==> config.mk <==
export PLATFORM = sky130hd
export DESIGN_NAME = func_reset_router
export DESIGN_NICKNAME = d
export VERILOG_FILES = /design/src/rtl/frr_pkg.sv /design/src/rtl/frr_cfg_regs.sv /design/src/rtl/frr_status.sv /design/src/rtl/frr_route.sv /design/src/rtl/func_reset_router.sv
export SDC_FILE = /design/constraint.sdc
export NUM_CORES = 1
export LEC_CHECK = 0
export BUFFER_PORTS_ARGS = -buffer_cell sky130_fd_sc_hd__buf_2
export CORE_UTILIZATION = 45
export DETAILED_ROUTE_END_ITERATION = 10
export GPL_ROUTABILITY_DRIVEN = 0
export PLACE_DENSITY = 0.76
export SLEW_MARGIN = 20
export SYNTH_ARGS = -nofsm -noshare
export SYNTH_HDL_FRONTEND = slang
export SYNTH_SLANG_ARGS = --single-unit
export TNS_END_PERCENT = 1
==> constraint.sdc <==
create_clock -name clk -period 1.9 [get_ports clk]
set_input_delay 0.095 -clock clk [delete_from_list [all_inputs] [get_ports clk]]
set_output_delay 0.095 -clock clk [all_outputs]
set_load 0.01 [all_outputs]
==> src/rtl/frr_pkg.sv <==
package frr_pkg;

    typedef enum logic [1:0] {
        PH_IDLE  = 2'd0,
        PH_ONE   = 2'd1,
        PH_TWO   = 2'd2,
        PH_THREE = 2'd3
    } phase_e;

    typedef enum logic [1:0] {
        REG_MASK   = 2'd0,
        REG_ALTSEL = 2'd1,
        REG_SHORT  = 2'd2,
        REG_CLEAR  = 2'd3
    } reg_addr_e;

    typedef struct packed {
        logic fire;
        logic at_ph3;
    } seq_req_t;

    function automatic logic in_phase_one(input phase_e p);
        return p == PH_ONE;
    endfunction

endpackage

==> src/rtl/frr_cfg_regs.sv <==
module frr_cfg_regs
    import frr_pkg::*;
#(
    parameter int NUM_SRC = 8
) (
    input  logic               clk,
    input  logic               rst,
    input  logic               wr_en,
    input  reg_addr_e          wr_addr,
    input  logic [NUM_SRC-1:0] wr_data,
    output logic [NUM_SRC-1:0] mask_q,
    output logic [NUM_SRC-1:0] altsel_q,
    output logic [NUM_SRC-1:0] short_q
);

    logic mask_locked;

    always_ff @(posedge clk) begin
        if (rst) begin
            mask_q      <= '0;
            altsel_q    <= '0;
            short_q     <= '0;
            mask_locked <= 1'b0;
        end else if (wr_en) begin
            case (wr_addr)
                REG_MASK: begin
                    if (!mask_locked) begin
                        mask_q      <= wr_data;
                        mask_locked <= 1'b1;
                    end
                end
                REG_ALTSEL: altsel_q <= wr_data;
                REG_SHORT:  short_q  <= wr_data;
                default: ;
            endcase
        end
    end

    AST_MASK_FROZEN: assert property (@(posedge clk) disable iff (rst)
        (mask_locked && wr_en && wr_addr == REG_MASK) |=> $stable(mask_q));

    AST_LOCK_STAYS: assert property (@(posedge clk) disable iff (rst)
        mask_locked |=> mask_locked);

endmodule

==> src/rtl/frr_status.sv <==
module frr_status
    import frr_pkg::*;
#(
    parameter int NUM_SRC = 8
) (
    input  logic               clk,
    input  logic               rst,
    input  logic [NUM_SRC-1:0] src_req,
    input  phase_e             phase,
    input  logic               wr_en,
    input  reg_addr_e          wr_addr,
    input  logic [NUM_SRC-1:0] wr_data,
    output logic [NUM_SRC-1:0] status_q
);

    logic [NUM_SRC-1:0] set_mask;
    logic [NUM_SRC-1:0] clr_mask;

    assign set_mask = in_phase_one(phase) ? '0 : src_req;
    assign clr_mask = (wr_en && wr_addr == REG_CLEAR) ? wr_data : '0;

    always_ff @(posedge clk) begin
        if (rst) begin
            status_q <= '0;
        end else begin
            status_q <= (status_q & ~clr_mask) | set_mask;
        end
    end

    AST_NO_SET_IN_PH1: assert property (@(posedge clk) disable iff (rst)
        (phase == PH_ONE) |=> ((status_q & ~$past(status_q)) == '0));

    AST_STICKY_BITS: assert property (@(posedge clk) disable iff (rst)
        1'b1 |=> (($past(status_q) & ~status_q & ~$past(clr_mask)) == '0));

endmodule

==> src/rtl/frr_route.sv <==
module frr_route
    import frr_pkg::*;
#(
    parameter int NUM_SRC = 8
) (
    input  logic               clk,
    input  logic               rst,
    input  logic [NUM_SRC-1:0] src_req,
    input  phase_e             phase,
    input  logic [NUM_SRC-1:0] mask_q,
    input  logic [NUM_SRC-1:0] altsel_q,
    input  logic [NUM_SRC-1:0] short_q,
    input  logic [NUM_SRC-1:0] status_q,
    output seq_req_t           seq_q,
    output logic               safe_req,
    output logic               irq_req
);

    logic [NUM_SRC-1:0] src_q;
    logic [NUM_SRC-1:0] rst_rise;
    logic [NUM_SRC-1:0] alt_live;
    logic [NUM_SRC-1:0] to_safe;
    logic [NUM_SRC-1:0] to_irq;
    logic               ph1;

    assign ph1 = in_phase_one(phase);

    for (genvar i = 0; i < NUM_SRC; i++) begin : g_src
        assign rst_rise[i] = src_req[i] & ~src_q[i] & ~mask_q[i];
        assign alt_live[i] = mask_q[i] & (status_q[i] | (src_req[i] & ~ph1));
        assign to_safe[i]  = alt_live[i] & ~altsel_q[i];
        assign to_irq[i]   = alt_live[i] & altsel_q[i];
    end

    assign safe_req = |to_safe;
    assign irq_req  = |to_irq;

    always_ff @(posedge clk) begin
        if (rst) begin
            src_q <= '0;
            seq_q <= '0;
        end else begin
            src_q        <= src_req;
            seq_q.fire   <= |rst_rise;
            seq_q.at_ph3 <= (|rst_rise) && ((rst_rise & ~short_q) == '0);
        end
    end

    AST_NO_ALT_UNMASKED: assert property (@(posedge clk) disable iff (rst)
        (mask_q == '0) |-> (!safe_req && !irq_req));

    AST_PH3_NEEDS_FIRE: assert property (@(posedge clk) disable iff (rst)
        seq_q.at_ph3 |-> seq_q.fire);

    AST_FIRE_FROM_SRC: assert property (@(posedge clk) disable iff (rst)
        seq_q.fire |-> $past(|src_req));

endmodule

==> src/rtl/func_reset_router.sv <==
module func_reset_router
    import frr_pkg::*;
#(
    parameter int NUM_SRC = 8
) (
    input  logic               clk,
    input  logic               rst,
    input  logic [NUM_SRC-1:0] src_req,
    input  logic [1:0]         cur_phase,
    input  logic               wr_en,
    input  logic [1:0]         wr_addr,
    input  logic [NUM_SRC-1:0] wr_data,
    output logic               seq_start,
    output logic               seq_start_ph3,
    output logic               safe_req,
    output logic               irq_req,
    output logic [NUM_SRC-1:0] evt_status
);

    phase_e             phase;
    reg_addr_e          addr;
    logic [NUM_SRC-1:0] mask_q;
    logic [NUM_SRC-1:0] altsel_q;
    logic [NUM_SRC-1:0] short_q;
    logic [NUM_SRC-1:0] status_q;
    seq_req_t           seq_q;

    assign phase = phase_e'(cur_phase);
    assign addr  = reg_addr_e'(wr_addr);

    frr_cfg_regs #(.NUM_SRC(NUM_SRC)) u_cfg (
        .clk      (clk),
        .rst      (rst),
        .wr_en    (wr_en),
        .wr_addr  (addr),
        .wr_data  (wr_data),
        .mask_q   (mask_q),
        .altsel_q (altsel_q),
        .short_q  (short_q)
    );

    frr_status #(.NUM_SRC(NUM_SRC)) u_status (
        .clk      (clk),
        .rst      (rst),
        .src_req  (src_req),
        .phase    (phase),
        .wr_en    (wr_en),
        .wr_addr  (addr),
        .wr_data  (wr_data),
        .status_q (status_q)
    );

    frr_route #(.NUM_SRC(NUM_SRC)) u_route (
        .clk      (clk),
        .rst      (rst),
        .src_req  (src_req),
        .phase    (phase),
        .mask_q   (mask_q),
        .altsel_q (altsel_q),
        .short_q  (short_q),
        .status_q (status_q),
        .seq_q    (seq_q),
        .safe_req (safe_req),
        .irq_req  (irq_req)
    );

    assign seq_start     = seq_q.fire;
    assign seq_start_ph3 = seq_q.at_ph3;
    assign evt_status    = status_q;

endmodule

; Yosys cells after proc, flatten, opt, wreduce, memory -nomap -nowiden
; Cells that the tools add are included.
; Widths: inputs -> output; s select.
[word_totals]
reg_bits = 43
out_inout_bits = 12
[classes]
n_eq_ne = 4
muxes = 2
bitwise_logic = 87
reduce_logical = 11
[op_table]
columns = cell, count
row1 = $and 1x1->1, 48
row2 = $not 1->1, 26
row3 = $reduce_or 8->1, 3
row4 = $and 8x8->8, 2
row5 = $mux 8, 2
row6 = $not 8->8, 2
row7 = $logic_not 8->1, 1
row8 = $or 1x1->1, 8
row9 = $or 8x8->8, 1
row10 = $reduce_and 2->1, 3
row11 = $eq 2x1->1 const B, 2
row12 = $eq 2x2->1 const B, 2
row13 = $reduce_and 3->1, 1
row14 = $logic_and 1x1->1, 2
row15 = $logic_not 2->1, 1

; Longest topological paths before layout
; Gate-level depths: netlist of the first run.
[depth]
word_depth = 7
ltp_mapped = 7
mapped_depth_nobuf = 5

; Hierarchy
; A second synthesis of the first run with hierarchy kept.
[hier_totals]
hier_cells = 212
hier_area_um2 = 2140.8
[modules_own_cells]
columns = module, instances, cells_per_inst, area_each_um2, seq_area_each_um2
row1 = frr_cfg_regs, 1, 94, 1029.7, 500.5
row2 = frr_route, 1, 75, 619.3, 200.2
row3 = frr_status, 1, 43, 491.7, 160.2

; Worst setup path after synthesis of the first run
; Ideal clock, no wire load.
[synth_timing]
path_kind = input to output
from = input cur_phase[1]
to = output safe_req
arrival_time_ns = 1.370
required_ns = 1.805
path_slack_ns = 0.435
stages = 6
n_path_buf = 1
path_cell_list = nand2b_4 -> buf_6 -> a21oi_2 -> nor3b_1 -> or4_1 -> or3_1
[synth_between]
elab_chain_cells = 7
[synth_lines]
columns = element, line
row1 = from (decl), func_reset_router.sv:9  ; input logic [1:0] cur_phase,
row2 = $eq 2x1->1 *, frr_pkg.sv:23  ; return p == PH_ONE;
row3 = $not 1->1 *, frr_route.sv:30  ; assign alt_live[i] = mask_q[i] & (status_q[i] | (src_req[i] & ~ph1));
row4 = $and 1x1->1, frr_route.sv:30
row5 = $or 1x1->1, frr_route.sv:30
row6 = $and 1x1->1, frr_route.sv:30
row7 = $and 1x1->1, frr_route.sv:31  ; assign to_safe[i] = alt_live[i] & ~altsel_q[i];
row8 = $reduce_or 8->1 *, frr_route.sv:35  ; assign safe_req = |to_safe;
row9 = to (decl), func_reset_router.sv:15  ; output logic safe_req,
; Mark *: on every way between the ends. The rest lies on a longest branch, timed or not.

; Final worst setup path of the first run
[layout_timing]
from = register u_status.status_q[0]
to = output safe_req
[layout_between]
elab_chain_cells = 4
[layout_lines]
columns = element, line
row1 = from (decl), frr_status.sv:13  ; output logic [NUM_SRC-1:0] status_q
row2 = from (signal assigned), frr_status.sv:26  ; status_q <= (status_q & ~clr_mask) | set_mask;
row3 = $or 1x1->1, frr_route.sv:30
row4 = $and 1x1->1, frr_route.sv:30
row5 = $and 1x1->1, frr_route.sv:31
row6 = $reduce_or 8->1, frr_route.sv:35
; Every way passes these cells.

==> metrics.md, run 1 <==
| Metric | Value |
|---|---|
| CTS Buf Count | `5` |
| Hold Fails Final Rpt | `0` |
| WP data required | `1.80 ns` |
| Net Sw Power | `roughly 0.46 mW` |
| Initial detailed-routing violation count | `about 110` |
| Initial antenna violation count | `0` |
| Drt first pass iters | `4` |
| Yosys warnings | `0` |
| Number of port buffers | `34` |
| # diodes | `0` |
| Least-Margin Pin Slew | `0.6472 ns` |
| Grt total ovfl | `0` |
| HPWL after DPL | `between 2000 and 3000 um` |
| Slew HR | `56.73%` |
| Nets | `about 260` |
| Post-synth top flop | `dfxtp_1` |
| Setup CP Type | `reg2out` |
| Syn Inst Count | `206` |
| Root Driver | `clkbuf_8` |
| Later-pin clock latency in the skew report | `0.30 ns` |
| Synth cell types | `26` |
| P&R area growth vs syn | `17.08%` |
| Clk pwr share | `between 30% and 40%` |
| Slowest cell on crit path | `or4_1` |
| Combinational power share | `12.5%` |
| Seq pwr share | `54.4%` |
| Total routed wirelength | `4322 um` |
| WL met2 | `approximately 2100 um` |
| Min-delay worst type | `in2reg` |
| RSZ-0062 raised after global routing | `true` |
| Wire length on met3 | `219 um` |
| Num rows | `22` |
| Yosys reg bits | `43` |
| Critical path startpoint category | `flop` |
| Placed cell count | `280` |
| Highest routed layer | `met4` |
| Initial Util | `48.13%` |
| Fillers | `375` |
| Endpoints failing setup | `0` |
| Sw frac | `between 20% and 30%` |
| H-tree Lvls | `2` |
| Slew Viols, Final | `0` |
| Largest net degree at the start of global routing | `27` |
| Fraction of layout cells with a size suffix above 1 | `21.25%` |
| Top post-synthesis cells by area | `dfxtp_1, mux2i_1, nand2_1` |
| Finished Core Util | `roughly 56%` |
| Post-synth top area share | `a little under half` |
| Status | `complete, no violations` |
| CTS tree | `built` |
| Fin cells | `288` |
| Vias | `1575` |
| Net Count, Synth | `229` |
| Seq/Total Area, Yosys | `47.78%` |
| First-pass GRT wire length | `just over 7000 um` |
| Vias/cell | `5.469` |
| Worst IR Drop VDD | `between 0.0004 and 0.0005 V` |
| Clock Skew | `0.005859 ns` |
| CP Cell Sequence | `a21oi_2, nor3b_1, or4_1, or3_1, buf_2` |
| Critical Path Sink Type | `output pin` |
| Top-count cell post-synth | `dfxtp_1` |
| Vias in the first global route | `between 1500 and 2000` |
| Avg WL per Cell | `15.01 um` |
| Min cycle time layout | `1.882 ns` |
| Total core area | `0.003744 sq mm` |
| Met1 wire length | `roughly 2000 um` |
| Worst-path clk slew | `0.08 ns` |
| Setup TNS | `0 ns` |
| I/O Pins | `35` |
| Max stage delay on crit path | `0.51 ns` |
| CTS max path bufs | `2` |
| Pwr dens | `847.1 mW/mm^2` |
| Max Cap Viol | `0` |
| Synthesized cell area | `about 0.0018 sq mm` |
| Critical Path AT | `1.79 ns` |
| DRC | `0` |
| Post-synth top area cell | `dfxtp_1` |
| P_leak | `0.9677 nW` |
| Post-synth EDFFs | `0` |
| Syn_area_per_cell | `8.746 sq um` |
| Tcrit/Tclk final | `99.05%` |
| Crit path max fanout | `3` |
| Synth cell count leaders | `dfxtp_1, nand2_1, nor2_1` |
| Cell Int Power | `1.330 mW` |
| Clock sinks | `43` |
| Antenna Nets Post-Route | `0` |
| Die ar. | `0.004261 sq mm` |
| FMAX | `531.4 MHz` |
| Hold_buf cts | `0` |
| DIE HEIGHT | `65.28 um` |
| Async S/R FF share, synth | `0%` |
| Overall routing resource usage | `between 20 and 25%` |
| Die X | `65.28 um` |
[power groups by stage]
stage          combinational [mW]  clock (mW)  sequential [mW]
2_1_floorplan               0.128           0            0.993
3_3_place_gp                0.214           0            0.990
6_report                    0.224       0.591            0.972
4_1_cts                     0.220       0.601            0.971
5_1_grt                     0.248       0.645            0.976
3_5_place_dp                0.218           0            0.992
[sequential cells by signal, indices dropped and copies added (netlist names)]
| signal | cells |
|---|---|
| u_cfg.altsel_q | 8 |
| u_cfg.mask_q | 8 |
| u_cfg.short_q | 8 |
| u_route.src_q | 8 |
| u_status.status_q | 8 |
| u_route.seq_q | 2 |
| u_cfg.mask_locked | 1 |
[worst paths after layout]
kind | startpoint | slack, ns | cells after the start | endpoint
worst min register to register | u_cfg.mask_q[1] | 0.50 | 2 | u_cfg.mask_q[1]
worst max register to register | u_cfg.mask_q[5] | 0.48 | 4 | u_route.seq_q[0]
worst max-delay path | u_status.status_q[0] | 0.02 | 5 | safe_req
worst min-delay path | src_req[5] | 0.05 | 2 | u_route.src_q[5]
[stage by stage]
step / cell area, sq um / power [mW] / hold slack (ns) / worst slack, ns
final: 2110 / 1.787 / 0.05202 / 0.01807
after global routing: 2110 / 1.869 / 0.06072 / -0.02821
after CTS: 2093 / 1.792 / 0.03509 / 0.001302
after detailed placement: 2006 / 1.210 / 0.3528 / 0.2194
after global placement: 2006 / 1.204 / 0.3515 / 0.2178
after floorplan: 1802 / 1.121 / 0.2232 / 0.4353
[cell families after synthesis]
family	Yosys count	share of synthesized area [%]
flip-flops	43	47.78
AO/OA/AOI/OAI	31	11.32
multiplexers	16	8.889
buffers and inverters	13	3.125
AND/OR/NAND/NOR	103	28.89
[routing by layer]
layer / vias up / track usage, %
li1: 775 / -
met1: 753 / 28.00
met2: 40 / 37.50
met3: 7 / 6.424
met4: 0 / 10.87
met5: - / 0
[area by class of cell]
| cell class | instances | area (sq um) | share of cell area (%) |
|---|---|---|---|
| clock buffer | 6 | 82.58 | 3.915 |
| inverter | 2 | 7.507 | 0.3559 |
| sequential | 43 | 862.1 | 40.87 |
| clock inverter | 1 | 5.005 | 0.2372 |
| timing repair buffer | 38 | 200.2 | 9.490 |
| tap | 48 | 60.06 | 2.847 |
| multi-input combinational | 150 | 892.1 | 42.29 |
[critical path: cells and delay by family (launching register included)]
kind / cells / cell delay, ns
AND/OR/NAND/NOR: 3 / 0.88
flip-flops: 1 / 0.34
buffers and inverters: 1 / 0.15
AO/OA/AOI/OAI: 1 / 0.13
[cells in the final DEF (no fill, tap or decap), types with 6 or more instances in the layout]
cell type,n
nor2b_1,14
nand2_1,31
buf_2,34
a21oi_1,9
nor2_1,27
clkbuf_8,6
mux2i_1,16
dfxtp_1,42
nor3b_1,12
a22oi_1,8
[timing repair]
action,4_1_cts,5_1_grt
setup buffers,0,1
setup endpoints to repair,0,1
resized for setup,0,3
Note: power is estimated with default switching activity, not from simulation.
==> run 2: changes to the inputs <==
--- a/config.mk
+++ b/config.mk
@@ -9,9 +9,10 @@
 export CORE_UTILIZATION = 45
 export DETAILED_ROUTE_END_ITERATION = 10
 export GPL_ROUTABILITY_DRIVEN = 0
-export PLACE_DENSITY = 0.76
+export PLACE_DENSITY = 0.74
 export SLEW_MARGIN = 20
 export SYNTH_ARGS = -nofsm -noshare
 export SYNTH_HDL_FRONTEND = slang
+export SYNTH_HIERARCHICAL = 1
 export SYNTH_SLANG_ARGS = --single-unit
 export TNS_END_PERCENT = 1
==> run 2 against run 1 <==
The flow now finishes with violations (design-rule violations). Area after synthesis rose by 19%. Register-to-register slack improved by 0.04 ns. Combinational power rose by 22%. Die area rose by 18%. Sequential share of layout area fell by 5.0 points. Clock skew rose by 0.0043 ns. Clock power fell by 8.6%. Critical endpoint unchanged. Highest routed layer unchanged.
==> metrics.md, run 2 <==
| Metric | Value |
|---|---|
| Status | `complete, but fails checks` |
| Failing checks | `design-rule violations` |
| WHS Path Cells | `2 (unchanged)` |
| Clock Skew | `0.01015 ns (+0.004288 ns)` |
| Vias in the first global route | `1623 (+6.1%)` |
| Top-count cell post-synth | `dfxtp_1` |
| Commonest non-fill, non-tap cell in the layout | `dfxtp_1` |
| Worst-path clk slew | `0.08 ns (about the same)` |
| Overall Power | `1.799 mW (+0.67%)` |
| Num rows | `24 (+9.1%)` |
| Largest net degree at the start of global routing | `33 (+22%)` |
| Post-synth top area share | `40.21% (-7.6 points)` |
| Least-Margin Pin Slew | `0.9685 ns (+0.3214 ns)` |
| Vias/cell | `5.525 (+1.0%)` |
| DP Area | `0.002325 sq mm (+16%)` |
| Clock sinks | `43 (unchanged)` |
| Syn_area_per_cell | `10.10 sq um (+15%)` |
| Die X | `70.98 um (+8.7%)` |
| CP Cell Sequence | `a21oi_1, o32ai_1, or4_1, buf_2` |
| Min cycle time layout | `1.743 ns (-0.1388 ns)` |
| Worst IR Drop VDD | `0.0004225 V (-4.5%)` |
| RSZ-0062 raised after global routing | `false` |
| Drt first pass iters | `7 (+3)` |
| Hold_buf cts | `0 (unchanged)` |
| Seq/Total Area, Yosys | `40.21% (-7.6 points)` |
| Synthesized cell area | `0.002141 sq mm (+19%)` |
| Slew HR | `35.30% (-21 points)` |
| Cell area after layout | `0.002397 sq mm (+14%)` |
| # diodes | `0 (unchanged)` |
| H-tree Lvls | `2 (unchanged)` |
| Net Count, Synth | `235 (+2.6%)` |
| HPWL after DPL | `3509 um (+17%)` |
| DRC | `2 (+2)` |
| Min-delay worst type | `in2reg` |
| Worst r2r path cells | `4 (unchanged)` |
| Critical Path Sink Type | `output pin` |
| Placed cell count | `291 (+3.9%)` |
| Top post-synthesis cells by area | `dfxtp_1, mux2i_1, nand2b_1` |
| WP data required | `1.80 ns (about the same)` |
| Tcrit/Tclk final | `91.74% (-7.3 points)` |
| Synth cell count leaders | `dfxtp_1, nand2b_1, mux2i_1` |
| First-pass GRT wire length | `8066 um (+12%)` |
| Crit path max-delay family | `simple AND/OR/NAND/NOR gates` |
| Fraction of layout cells with a size suffix above 1 | `26.94% (+5.7 points)` |
| Setup CP Type | `reg2out` |
| Fillers | `416 (+11%)` |
| Initial Util | `47.85% (-0.28 points)` |
| Initial antenna violation count | `0 (unchanged)` |
| Post-synth top flop | `dfxtp_1` |
| Setup Fix Bufs, Post-CTS | `0 (unchanged)` |
| Yosys warnings | `6 (+6)` |
| Avg WL per Cell | `16.49 um (+9.9%)` |
| CTS Buf Count | `5 (unchanged)` |
| Buf+Inv Stages, Crit Path | `1 (unchanged)` |
| Fin cells | `297 (+3.1%)` |
| Setup slack after layout | `0.1569 ns (+0.1388 ns)` |
| Slowest cell on crit path | `or4_1` |
| Setup TNS | `0 ns (unchanged)` |
| Die ar. | `0.005037 sq mm (+18%)` |
| Syn Inst Count | `212 (+2.9%)` |
| P&R area growth vs syn | `11.98%` |
| Endpoints failing setup | `0 (unchanged)` |
| Most frequent cells in the layout | `dfxtp_1, nand2b_1, buf_2` |
| Synth cell types | `31 (+19%)` |
| P_leak | `1.031 nW (+6.5%)` |
| Slew Viols, Final | `0 (unchanged)` |
| Max stage delay on crit path | `0.51 ns (about the same)` |
| Vias | `1641 (+4.2%)` |
| Grt total ovfl | `0 (unchanged)` |
| Nets | `269 (+2.3%)` |
| Crit path max fanout | `3 (unchanged)` |
| DP Worst Slack | `0.4165 ns (+0.1970 ns)` |
| Critical path startpoint category | `flop` |
| Hold Fails Final Rpt | `0 (unchanged)` |
| Critical Path Stages | `4 (-1)` |
| Total core area | `0.004474 sq mm (+20%)` |
| CTS max path bufs | `2 (unchanged)` |
| Number of port buffers | `34 (unchanged)` |
| Yosys reg bits | `43 (unchanged)` |
| Root Driver | `clkbuf_8` |
| Later-pin clock latency in the skew report | `0.29 ns (about the same)` |
| I/O Pins | `35 (unchanged)` |
| Post-synth top area cell | `dfxtp_1` |
| Async S/R FF share, synth | `0% (unchanged)` |
| CTS tree | `built` |
| Initial detailed-routing violation count | `131 (+24%)` |
| PostCTS Resize Cnt | `0 (unchanged)` |
| Max Cap Viol | `0 (unchanged)` |
| FMAX | `573.7 MHz (+8.0%)` |
| Pwr dens | `750.4 mW/mm^2 (-11%)` |
| Critical Path AT | `1.65 ns (-0.14 ns)` |
| DIE HEIGHT | `70.98 um (+8.7%)` |
| Antenna Nets Post-Route | `0 (unchanged)` |
| Total routed wirelength | `4897 um (+13%)` |
| Overall routing resource usage | `20.98% (-2.1 points)` |
| Post-synth EDFFs | `0 (unchanged)` |
-- run 2: cell type report --
cell class / instances / area [sq um] / share of cell area (%)
tap: 52 / 65.06 / 2.714
multi-input combinational: 145 / 1157 / 48.28
timing repair buffer: 36 / 185.2 / 7.724
sequential: 43 / 860.8 / 35.91
inverter: 15 / 56.30 / 2.349
clock buffer: 6 / 72.57 / 3.027
-- run 2: kinds of logic (layout without fill, tap and decap cells) --
kind of cell | after synthesis | in the layout | share of synthesized area (%)
simple gates | 91 | 91 | 29.34
flops | 43 | 43 | 40.21
compound gates | 30 | 30 | 13.50
mux | 24 | 24 | 11.22
buf+inv | 24 | 57 | 5.727
-- run 2: metal layers --
metal	GRT usage, %	part of all wire [%]	up-vias
met3	4.558	4.5	6
met5	0	0	-
met2	33.12	46	45
met1	27.76	48	774
li1	-	-	816
met4	8.889	1.9	0
-- run 2: worst paths after layout --
check	start	end	slack, ns
worst max register to register	u_cfg/mask_q[6]	u_route/seq_q[0]	0.52
worst max-delay path	u_status/status_q[4]	safe_req	0.16
worst min register to register	u_cfg/mask_locked	u_cfg/mask_locked	0.46
worst min-delay path	src_req[6]	u_route/src_q[6]	0.07
-- run 2: per-stage QoR --
step                util, %  hold WS [ns]
floorplan                 -        0.1666
global placement      51.96        0.3698
detailed placement    51.96        0.3699
CTS                   53.58       0.06855
global route          53.58       0.08481
finish                53.58       0.06884
-- run 2: report_power, final --
part           switching, mW  leakage, nW  internal (mW)  total, mW
Combinational          0.143        0.640          0.129      0.273
Sequential            0.0386        0.353          0.947      0.986
Clock                  0.295       0.0371          0.246      0.540
Total                  0.477         1.03           1.32       1.80
